`config.mk`:
```
export PLATFORM = sky130hd
export DESIGN_NAME = bsel_top
export DESIGN_NICKNAME = d
export VERILOG_FILES = /design/src/rtl/bsel_pkg.sv /design/src/rtl/bsel_bank_eval.sv /design/src/rtl/bsel_mask.sv /design/src/rtl/bsel_pick.sv /design/src/rtl/bsel_top.sv
export SDC_FILE = /design/constraint.sdc
export NUM_CORES = 2
export LEC_CHECK = 0
export BUFFER_PORTS_ARGS = -buffer_cell sky130_fd_sc_hd__buf_2
export CAP_MARGIN = 10
export CORE_ASPECT_RATIO = 1.5
export CORE_MARGIN = 2
export CORE_UTILIZATION = 55
export DETAILED_ROUTE_END_ITERATION = 6
export HOLD_SLACK_MARGIN = 0.06
export PLACE_DENSITY = 0.76
export SYNTH_ARGS = -nofsm -noshare
export SYNTH_HDL_FRONTEND = slang
export SYNTH_SLANG_ARGS = --single-unit
```
`constraint.sdc`:
```
create_clock -name clk -period 0.8 [get_ports clk]
set_input_delay 0.08 -clock clk [delete_from_list [all_inputs] [get_ports clk]]
set_output_delay 0.08 -clock clk [all_outputs]
set_load 0.005 [all_outputs]
```
`src/rtl/bsel_pkg.sv`:
```
package bsel_pkg;
  localparam int TIME_W = 16;
  typedef logic [TIME_W-1:0] cyc_t;

  function automatic cyc_t cyc_max(input cyc_t a, input cyc_t b);
    return (a > b) ? a : b;
  endfunction
endpackage

```
`src/rtl/bsel_bank_eval.sv`:
```
module bsel_bank_eval
  import bsel_pkg::*;
#(
  parameter int T_RP  = 3,
  parameter int T_RCD = 3
) (
  input  logic row_open,
  input  cyc_t act_allow,
  input  cyc_t pre_allow,
  input  cyc_t rd_allow,
  input  cyc_t wr_allow,
  input  cyc_t now,
  input  cyc_t target,
  input  logic bus_rd,
  output cyc_t act_cyc,
  output logic seamless
);
  cyc_t col_cyc;

  always_comb begin
    if (row_open) act_cyc = cyc_max(pre_allow, now) + cyc_t'(T_RP);
    else          act_cyc = cyc_max(act_allow, now);
    col_cyc  = cyc_max(bus_rd ? rd_allow : wr_allow, act_cyc + cyc_t'(T_RCD));
    seamless = (col_cyc <= target);
  end
endmodule

```
`src/rtl/bsel_mask.sv`:
```
module bsel_mask
  import bsel_pkg::*;
#(
  parameter int NB    = 8,
  parameter int T_RCD = 3
) (
  input  logic [NB-1:0]             want,
  input  logic [NB-1:0][TIME_W-1:0] act_cyc,
  input  logic [NB-1:0]             seam,
  input  cyc_t                      target,
  input  cyc_t                      now,
  output logic [NB-1:0]             mask,
  output logic                      hidden
);
  logic any_seam;
  cyc_t min_act, last_act, limit;

  always_comb begin
    any_seam = |(want & seam);
    min_act  = '1;
    for (int b = 0; b < NB; b++)
      if (want[b] && act_cyc[b] < min_act) min_act = act_cyc[b];
    last_act = '0;
    for (int b = 0; b < NB; b++) begin
      mask[b] = want[b] && (any_seam ? seam[b] : (act_cyc[b] == min_act));
      if (mask[b]) last_act = act_cyc[b];
    end
    limit  = cyc_max((target >= cyc_t'(T_RCD)) ? target - cyc_t'(T_RCD) : '0, now);
    hidden = (|mask) && (last_act <= limit);
  end
endmodule

```
`src/rtl/bsel_pick.sv`:
```
module bsel_pick #(
  parameter int QDEPTH = 8,
  parameter int QIW    = 3
) (
  input  logic [QDEPTH-1:0] hit_ok,
  input  logic [QDEPTH-1:0] in_mask,
  output logic [QIW-1:0]    idx,
  output logic              hit,
  output logic              any
);
  logic [QIW-1:0] hit_idx, msk_idx;

  always_comb begin
    hit_idx = '0;
    msk_idx = '0;
    for (int i = QDEPTH - 1; i >= 0; i--) begin
      if (hit_ok[i])  hit_idx = QIW'(i);
      if (in_mask[i]) msk_idx = QIW'(i);
    end
    hit = |hit_ok;
    any = hit || (|in_mask);
    idx = hit ? hit_idx : (any ? msk_idx : '0);
  end
endmodule

```
`src/rtl/bsel_top.sv`:
```
module bsel_top
  import bsel_pkg::*;
#(
  parameter int QDEPTH = 8,
  parameter int RANKS  = 2,
  parameter int BANKS  = 4,
  parameter int ROW_W  = 8,
  parameter int T_RP   = 3,
  parameter int T_RCD  = 3,
  parameter int T_CS   = 2,
  localparam int NB    = RANKS * BANKS,
  localparam int RW    = (RANKS > 1) ? $clog2(RANKS) : 1,
  localparam int BW    = (BANKS > 1) ? $clog2(BANKS) : 1,
  localparam int QIW   = (QDEPTH > 1) ? $clog2(QDEPTH) : 1
) (
  input  logic                   clk,
  input  logic                   rst_n,
  input  logic [QDEPTH-1:0]      q_valid,
  input  logic [QDEPTH*RW-1:0]   q_rank,
  input  logic [QDEPTH*BW-1:0]   q_bank,
  input  logic [QDEPTH*ROW_W-1:0] q_row,
  input  logic [QDEPTH-1:0]      q_is_rd,
  input  logic [RANKS-1:0]       rank_idle,
  input  logic [NB-1:0]          bk_row_open,
  input  logic [NB*ROW_W-1:0]    bk_open_row,
  input  logic [NB*TIME_W-1:0]   bk_act_at,
  input  logic [NB*TIME_W-1:0]   bk_pre_at,
  input  logic [NB*TIME_W-1:0]   bk_rd_at,
  input  logic [NB*TIME_W-1:0]   bk_wr_at,
  input  logic [TIME_W-1:0]      now,
  input  logic [TIME_W-1:0]      next_burst_at,
  input  logic                   dir_switched,
  input  logic                   bus_rd,
  output logic [QIW-1:0]         sel_idx,
  output logic                   sel_hit,
  output logic                   none_avail,
  output logic [NB-1:0]          early_mask,
  output logic                   prep_hidden
);
  cyc_t target;
  logic [NB-1:0] want, seam, mask_c;
  logic [NB-1:0][TIME_W-1:0] act_cyc;
  logic [QDEPTH-1:0] elig, hit_ok, in_mask;
  logic hidden_c, hit_c, any_c;
  logic [QIW-1:0] idx_c;

  assign target = cyc_max(next_burst_at + (dir_switched ? cyc_t'(T_CS) : '0), now);

  // Per-entry decode: eligibility, row-hit readiness, candidate banks
  always_comb begin
    want = '0;
    for (int i = 0; i < QDEPTH; i++) begin
      int   bi;
      cyc_t col_allow;
      bi = int'(q_rank[i*RW +: RW]) * BANKS + int'(q_bank[i*BW +: BW]);
      elig[i] = q_valid[i] && rank_idle[q_rank[i*RW +: RW]];
      col_allow = q_is_rd[i] ? bk_rd_at[bi*TIME_W +: TIME_W]
                             : bk_wr_at[bi*TIME_W +: TIME_W];
      hit_ok[i] = elig[i] && bk_row_open[bi] &&
                  (bk_open_row[bi*ROW_W +: ROW_W] == q_row[i*ROW_W +: ROW_W]) &&
                  (col_allow <= target);
      if (elig[i]) want[bi] = 1'b1;
    end
  end

  generate
    for (genvar b = 0; b < NB; b++) begin : g_bank
      bsel_bank_eval #(.T_RP(T_RP), .T_RCD(T_RCD)) u_eval (
        .row_open (bk_row_open[b]),
        .act_allow(bk_act_at[b*TIME_W +: TIME_W]),
        .pre_allow(bk_pre_at[b*TIME_W +: TIME_W]),
        .rd_allow (bk_rd_at[b*TIME_W +: TIME_W]),
        .wr_allow (bk_wr_at[b*TIME_W +: TIME_W]),
        .now      (now),
        .target   (target),
        .bus_rd   (bus_rd),
        .act_cyc  (act_cyc[b]),
        .seamless (seam[b])
      );
    end
  endgenerate

  bsel_mask #(.NB(NB), .T_RCD(T_RCD)) u_mask (
    .want(want), .act_cyc(act_cyc), .seam(seam),
    .target(target), .now(now), .mask(mask_c), .hidden(hidden_c)
  );

  always_comb begin
    for (int i = 0; i < QDEPTH; i++)
      in_mask[i] = elig[i] &&
        mask_c[int'(q_rank[i*RW +: RW]) * BANKS + int'(q_bank[i*BW +: BW])];
  end

  bsel_pick #(.QDEPTH(QDEPTH), .QIW(QIW)) u_pick (
    .hit_ok(hit_ok), .in_mask(in_mask), .idx(idx_c), .hit(hit_c), .any(any_c)
  );

  always_ff @(posedge clk or negedge rst_n) begin
    if (!rst_n) begin
      sel_idx     <= '0;
      sel_hit     <= 1'b0;
      none_avail  <= 1'b1;
      early_mask  <= '0;
      prep_hidden <= 1'b0;
    end else begin
      sel_idx     <= idx_c;
      sel_hit     <= hit_c;
      none_avail  <= !any_c;
      early_mask  <= mask_c;
      prep_hidden <= hidden_c;
    end
  end
endmodule

```
==> results of run 1 <==
## cells in the mapped netlist, types with 36 or more instances
cell type	count
sky130_fd_sc_hd__a21o_1	140
sky130_fd_sc_hd__nand2b_1	120
sky130_fd_sc_hd__mux2_2	118
sky130_fd_sc_hd__ha_1	803
sky130_fd_sc_hd__o211ai_1	45
sky130_fd_sc_hd__o21ai_1	37
sky130_fd_sc_hd__nand3_1	146
sky130_fd_sc_hd__xnor2_1	299
sky130_fd_sc_hd__or3_1	37
sky130_fd_sc_hd__o22ai_1	57
sky130_fd_sc_hd__nand4_1	197
sky130_fd_sc_hd__a21oi_1	457
sky130_fd_sc_hd__clkbuf_1	280
sky130_fd_sc_hd__nor2_1	399
sky130_fd_sc_hd__o21ai_0	308
sky130_fd_sc_hd__and3_1	37
sky130_fd_sc_hd__a211oi_1	36
sky130_fd_sc_hd__nor3_1	142
sky130_fd_sc_hd__mux4_2	785
sky130_fd_sc_hd__nor2b_1	125
sky130_fd_sc_hd__inv_1	244
sky130_fd_sc_hd__buf_1	95
sky130_fd_sc_hd__mux2i_1	416
sky130_fd_sc_hd__o21a_1	95
sky130_fd_sc_hd__xor2_1	112
sky130_fd_sc_hd__nand2_1	410
sky130_fd_sc_hd__nor4_1	42
## timing repair
item,4_1_cts
hold endpoints to repair,14
cloned,1
buffers inserted,74
endpoints found under the setup margin,28
pin swaps,107
hold buffers,1
resized for setup,241
## through the flow
stage / instances / hold slack [ns] / util (%) / setup WS, ns / cell area [um2]
CTS: 10800 / 0.270 / 78.5 / -23.41 / 84000
detailed placement: 10700 / 0.0246 / 76.8 / -24.21 / 82200
global placement: 10700 / 0.0234 / 76.8 / -23.82 / 82200
floorplan: 6600 / -0.216 / - / -24.22 / 60300
## cell families after synthesis
group / share of synthesized area (%)
simple gates: 15.5
xor+xnor: 6.07
buf+inv: 4.76
flops: 0.593
fa+ha+maj: 17.0
compound gates: 17.0
mux: 39.1
## per-layer routing
metal | global-route usage (%) | GRT overflow
met1 | 75.9 | 0
met2 | 96.1 | 118
met3 | 62.5 | 4
met4 | 83.4 | 85
met5 | 26.3 | 0
==> flow_results.xml, run 1 <==
<?xml version="1.0" encoding="UTF-8"?>
<metrics>
  <group name="yosys">
    <metric name="synth_sequential_area_ratio" unit="%">0.593</metric>
    <metric name="ys_seq_elements" unit="">14</metric>
    <metric name="synthFlopType" unit="">sky130_fd_sc_hd__dfrtp_1</metric>
    <metric name="syn-instance-count" unit="">6600</metric>
    <metric name="yosys-top-cells-area" unit="">sky130_fd_sc_hd__mux4_2 (30%), sky130_fd_sc_hd__ha_1 (17%), sky130_fd_sc_hd__mux2i_1 (7.0%)</metric>
    <metric name="share_of_the_synthesized_area_in_the_top_cell_type" unit="%">29.8</metric>
    <metric name="mappedNetlistArea" unit="um2">59300</metric>
    <metric name="synth.distinct_cells" unit="">124</metric>
    <metric name="asyncSetResetFlopFracSynth" unit="%">100</metric>
    <metric name="synth-warning-count" unit="">0</metric>
    <metric name="synth_edf_count" unit="">0</metric>
    <metric name="syn_avg_cell_area" unit="um2">8.99</metric>
    <metric name="syn-num-nets" unit="">8129</metric>
    <metric name="synth_area_leader_cell" unit="">sky130_fd_sc_hd__mux4_2</metric>
  </group>
  <group name="placed_design">
    <metric name="gp_congestion" unit="">1.34</metric>
    <metric name="count_of_port_buffers_added_during_placement" unit="">739</metric>
    <metric name="dp_hpwl" unit="mm">301</metric>
  </group>
  <group name="global_routing">
    <metric name="grt_start_max_net_pins" unit="">64</metric>
    <metric name="globalRouteTotalUtil" unit="%">78.3</metric>
    <metric name="vias_in_the_first_global_route" unit="">87600</metric>
    <metric name="grt_overflow" unit="">207</metric>
    <metric name="grt_pass1_wl" unit="mm">640</metric>
  </group>
  <group name="floorplanning">
    <metric name="chipHeight" unit="um">406</metric>
    <metric name="start_util" unit="%">55.4</metric>
    <metric name="die-width" unit="um">272</metric>
    <metric name="top_level_ports" unit="">740</metric>
    <metric name="rows" unit="">147</metric>
  </group>
  <group name="clock_tree">
    <metric name="cts_buffer_depth" unit="">2</metric>
    <metric name="buffer_cell_driving_the_clock_tree_root" unit="">sky130_fd_sc_hd__clkbuf_16</metric>
    <metric name="cts.htree.levels" unit="">1</metric>
    <metric name="cts_made_buffers" unit="">3</metric>
    <metric name="cts_num_sinks" unit="">14</metric>
  </group>
  <group name="status">
    <metric name="outcome" unit="">stopped before the end</metric>
    <metric name="haltStage" unit="">5_1_grt</metric>
    <metric name="firstError" unit="">[ERROR GRT-0116] Global routing finished with congestion. Check the congestion regions in the DRC Viewer.</metric>
  </group>
</metrics>
==> run 2: changes to the inputs <==
Settings changed: CORE_ASPECT_RATIO 1.5 to unset, CORE_UTILIZATION 55 to 40, HOLD_SLACK_MARGIN 0.06 to unset, PLACE_DENSITY 0.76 to unset, PLACE_DENSITY_LB_ADDON set to 0.15.
==> run 2 against run 1 <==
Effect of this change:
- synthesized cell count is the same
- the flow now finishes, with violations (DRC, setup timing)
- area after synthesis is the same
==> flow_results.xml, run 2 <==
<?xml version="1.0" encoding="UTF-8"?>
<metrics>
  <group name="yosys">
    <metric name="mappedNetlistArea" unit="um2">59300</metric>
    <metric name="synth-warning-count" unit="">0</metric>
    <metric name="synth_area_leader_cell" unit="">sky130_fd_sc_hd__mux4_2</metric>
    <metric name="asyncSetResetFlopFracSynth" unit="%">100</metric>
    <metric name="syn-num-nets" unit="">8129</metric>
    <metric name="syn-instance-count" unit="">6600</metric>
    <metric name="synth_sequential_area_ratio" unit="%">0.593</metric>
    <metric name="ys_seq_elements" unit="">14</metric>
    <metric name="synth_edf_count" unit="">0</metric>
    <metric name="synth.distinct_cells" unit="">124</metric>
    <metric name="syn_avg_cell_area" unit="um2">8.99</metric>
    <metric name="share_of_the_synthesized_area_in_the_top_cell_type" unit="%">29.8</metric>
    <metric name="ys_top_cells_by_count" unit="">sky130_fd_sc_hd__ha_1 (803), sky130_fd_sc_hd__mux4_2 (785), sky130_fd_sc_hd__a21oi_1 (457)</metric>
    <metric name="synth.most_common_cell" unit="">sky130_fd_sc_hd__ha_1</metric>
    <metric name="yosys-top-cells-area" unit="">sky130_fd_sc_hd__mux4_2 (30%), sky130_fd_sc_hd__ha_1 (17%), sky130_fd_sc_hd__mux2i_1 (7.0%)</metric>
    <metric name="synthFlopType" unit="">sky130_fd_sc_hd__dfrtp_1</metric>
  </group>
  <group name="route">
    <metric name="route.antenna.remaining_nets" unit="">0</metric>
    <metric name="wire_per_inst" unit="um">34.2</metric>
    <metric name="vias_per_cell" unit="">6.67</metric>
    <metric name="drt_wl_total" unit="mm">392</metric>
    <metric name="drc_errors" unit="">1</metric>
    <metric name="routed-via-count" unit="">76400</metric>
    <metric name="detailedRoute.firstIterationViolations" unit="">9767</metric>
    <metric name="drt-pass1-iter-count" unit="">7</metric>
  </group>
  <group name="power">
    <metric name="power.density_cell_area" unit="nW/um2">1990</metric>
    <metric name="peak_supply_drop" unit="uV">2320</metric>
    <metric name="total_power_after_layout" unit="mW">172</metric>
    <metric name="power.leakage" unit="nW">39.6</metric>
  </group>
  <group name="placed_design">
    <metric name="gp_congestion" unit="">1.13</metric>
    <metric name="count_of_port_buffers_added_during_placement" unit="">739</metric>
    <metric name="dp_hpwl" unit="mm">321</metric>
  </group>
  <group name="global_routing">
    <metric name="global_route_met3_usage" unit="%">16.1</metric>
    <metric name="global_route.usage.met2" unit="%">75.3</metric>
    <metric name="vias_in_the_first_global_route" unit="">75300</metric>
    <metric name="grt_overflow" unit="">0</metric>
    <metric name="grt_start_max_net_pins" unit="">62</metric>
    <metric name="grt_pass1_wl" unit="mm">544</metric>
    <metric name="globalRouteTotalUtil" unit="%">49.9</metric>
    <metric name="gr-usage-met1" unit="%">57.2</metric>
    <metric name="antenna_found_initial" unit="">29</metric>
    <metric name="grt_most_used_layer" unit="">met2</metric>
  </group>
  <group name="layout">
    <metric name="final_layout_size_suffix_gt1_share" unit="%">48.4</metric>
    <metric name="flow.area_growth_from_synthesis" unit="%">46.1</metric>
    <metric name="total_number_of_nets_in_the_final_design" unit="">11000</metric>
    <metric name="layout.cells.most_common_list" unit="">sky130_fd_sc_hd__buf_4 (2451), sky130_fd_sc_hd__mux4_2 (785), sky130_fd_sc_hd__ha_1 (779), sky130_fd_sc_hd__buf_2 (712), sky130_fd_sc_hd__a21oi_1 (413)</metric>
    <metric name="biggestRegsByFlops" unit="">early_mask x8, sel_idx x3</metric>
    <metric name="layout.cells.most_common" unit="">sky130_fd_sc_hd__buf_4</metric>
    <metric name="max_flop_register" unit="">early_mask</metric>
    <metric name="largest_register_ffs" unit="">8</metric>
    <metric name="post-route-util" unit="%">58.8</metric>
  </group>
  <group name="worst_setup_path">
    <metric name="critical_path_s_most_frequent_cell" unit="">sky130_fd_sc_hd__o21ai_1</metric>
    <metric name="crit_arrival" unit="ns">24.43</metric>
    <metric name="setup.worst_path.class" unit="">in2reg</metric>
    <metric name="endpoint_kind" unit="">flip-flop</metric>
    <metric name="worst_ep_required_time" unit="ns">1.02</metric>
    <metric name="cp_max_fo" unit="">8</metric>
    <metric name="timing.critical_path.slowest_stage_cell" unit="">sky130_fd_sc_hd__or4_4</metric>
    <metric name="critPathMaxStageDelay" unit="ns">0.55</metric>
    <metric name="timing.critical_path.from_type" unit="">input port</metric>
  </group>
  <group name="timing">
    <metric name="finalSetupViolations" unit="">26</metric>
    <metric name="fin_crit_sh" unit="%">3030</metric>
    <metric name="layout_setup_ws" unit="ns">-23.41</metric>
    <metric name="drv_slew" unit="">0</metric>
    <metric name="slew-limit-headroom" unit="%">25.4</metric>
    <metric name="timing.final.crit_period" unit="ns">24.21</metric>
    <metric name="timing_worst_slew_pin_value" unit="ns">1.12</metric>
    <metric name="max_freq" unit="GHz">0.0413</metric>
    <metric name="finalHoldViolCount" unit="">0</metric>
    <metric name="grt_setup_unrepaired" unit="">true</metric>
  </group>
  <group name="status">
    <metric name="outcome" unit="">complete, but fails checks</metric>
    <metric name="violations_in_the_final_reports" unit="">DRC, setup timing</metric>
  </group>
  <group name="flow_run">
    <metric name="max_capacitance_violation_total" unit="">0</metric>
  </group>
  <group name="clock_tree">
    <metric name="buffer_cell_driving_the_clock_tree_root" unit="">sky130_fd_sc_hd__clkbuf_16</metric>
    <metric name="cts_buffer_depth" unit="">2</metric>
    <metric name="cts_made_buffers" unit="">3</metric>
    <metric name="cts.htree.levels" unit="">1</metric>
    <metric name="cts_num_sinks" unit="">14</metric>
    <metric name="tritoncts" unit="">yes</metric>
    <metric name="cts.reportedPaths.clkPinSlew" unit="ns">0.09</metric>
  </group>
  <group name="floorplanning">
    <metric name="top_level_ports" unit="">740</metric>
    <metric name="die-area" unit="um2">151000</metric>
    <metric name="rows" unit="">141</metric>
    <metric name="coreArea" unit="um2">147000</metric>
    <metric name="chipHeight" unit="um">389</metric>
    <metric name="start_util" unit="%">40.2</metric>
    <metric name="die-width" unit="um">389</metric>
  </group>
  <group name="worst_hold_path">
    <metric name="hold_path_class" unit="">in2async</metric>
  </group>
</metrics>
-- run 2: worst paths after layout --
kind | start | end | cells after the start
max | now[9] | prep_hidden | 145
min in group clk | q_row[8] | sel_idx[1] | 7
min | rst_n | sel_idx[0] | 2
max in group asynchronous | rst_n | early_mask[2] | 2
-- run 2: routing by layer --
metal	share of wire (%)	vias to the layer above
li1	-	32100
met1	35	36600
met2	42	5992
met3	13	1679
met4	10	24
met5	0.042	-
-- run 2: through the flow --
stage	hold slack (ns)	TNS, ns	worst slack, ns	instance area [um2]	std cells
4_1_cts	0.300	-291.55	-23.46	86100	11400
2_1_floorplan	-0.216	-294.28	-24.22	60300	6600
6_report	0.305	-291.43	-23.41	86700	11500
3_3_place_gp	0.0539	-297.90	-24.27	84200	11300
3_5_place_dp	0.0587	-301.49	-24.62	84200	11300
5_1_grt	0.323	-305.58	-24.53	86600	11400
-- run 2: cell families (layout without fill, tap and decap cells) --
| group | count (synthesis) | count (layout) | synth area share [%] |
|---|---|---|---|
| xor gates and xnor gates | 411 | 411 | 6.07 |
| adders and majority gates | 805 | 805 | 17.0 |
| AOI/OAI and AO/OA | 1544 | 1544 | 17.0 |
| and+or+nand+nor | 1812 | 1812 | 15.5 |
| other | 0 | 20 | 0 |
| DFF | 14 | 14 | 0.593 |
| buffers and inverters | 692 | 3603 | 4.76 |
| muxes | 1322 | 1322 | 39.1 |
-- run 2: final cells by class --
cell class / count / area (um2)
Antenna cell: 20 / 50.0
Multi-Input combinational cell: 5894 / 58000
Timing Repair Buffer: 3327 / 24700
Inverter: 272 / 1100
Sequential cell: 14 / 352
Clock buffer: 4 / 88.8
Fill cell: 13100 / 60800
Tap cell: 1930 / 2410
-- run 2: critical path, delay by kind of cell --
family	cells	cell delay (ns)
multiplexers	6	1.71
adder cells (fa/ha/maj)	10	2.27
buffers and inverters	11	1.28
AO/OA/AOI/OAI	63	9.94
AND/OR/NAND/NOR	54	8.94
XOR/XNOR	1	0.13
-- run 2: timing repair --
action	in CTS	in global routing
resized for setup	223	109
endpoints found under the setup margin	28	28
endpoints found under the hold margin	13	0
hold buffers	1	0
pin swaps	69	61
setup buffers	100	37
-- run 2: where the power goes --
| group | switching [mW] | internal, mW | leakage [nW] |
|---|---|---|---|
| registers | 0.0612 | 0.854 | 0.183 |
| clock network | 0.498 | 0.768 | 0.0443 |
| logic | 93.8 | 76.0 | 39.3 |
(Power assumes the default switching activity.)
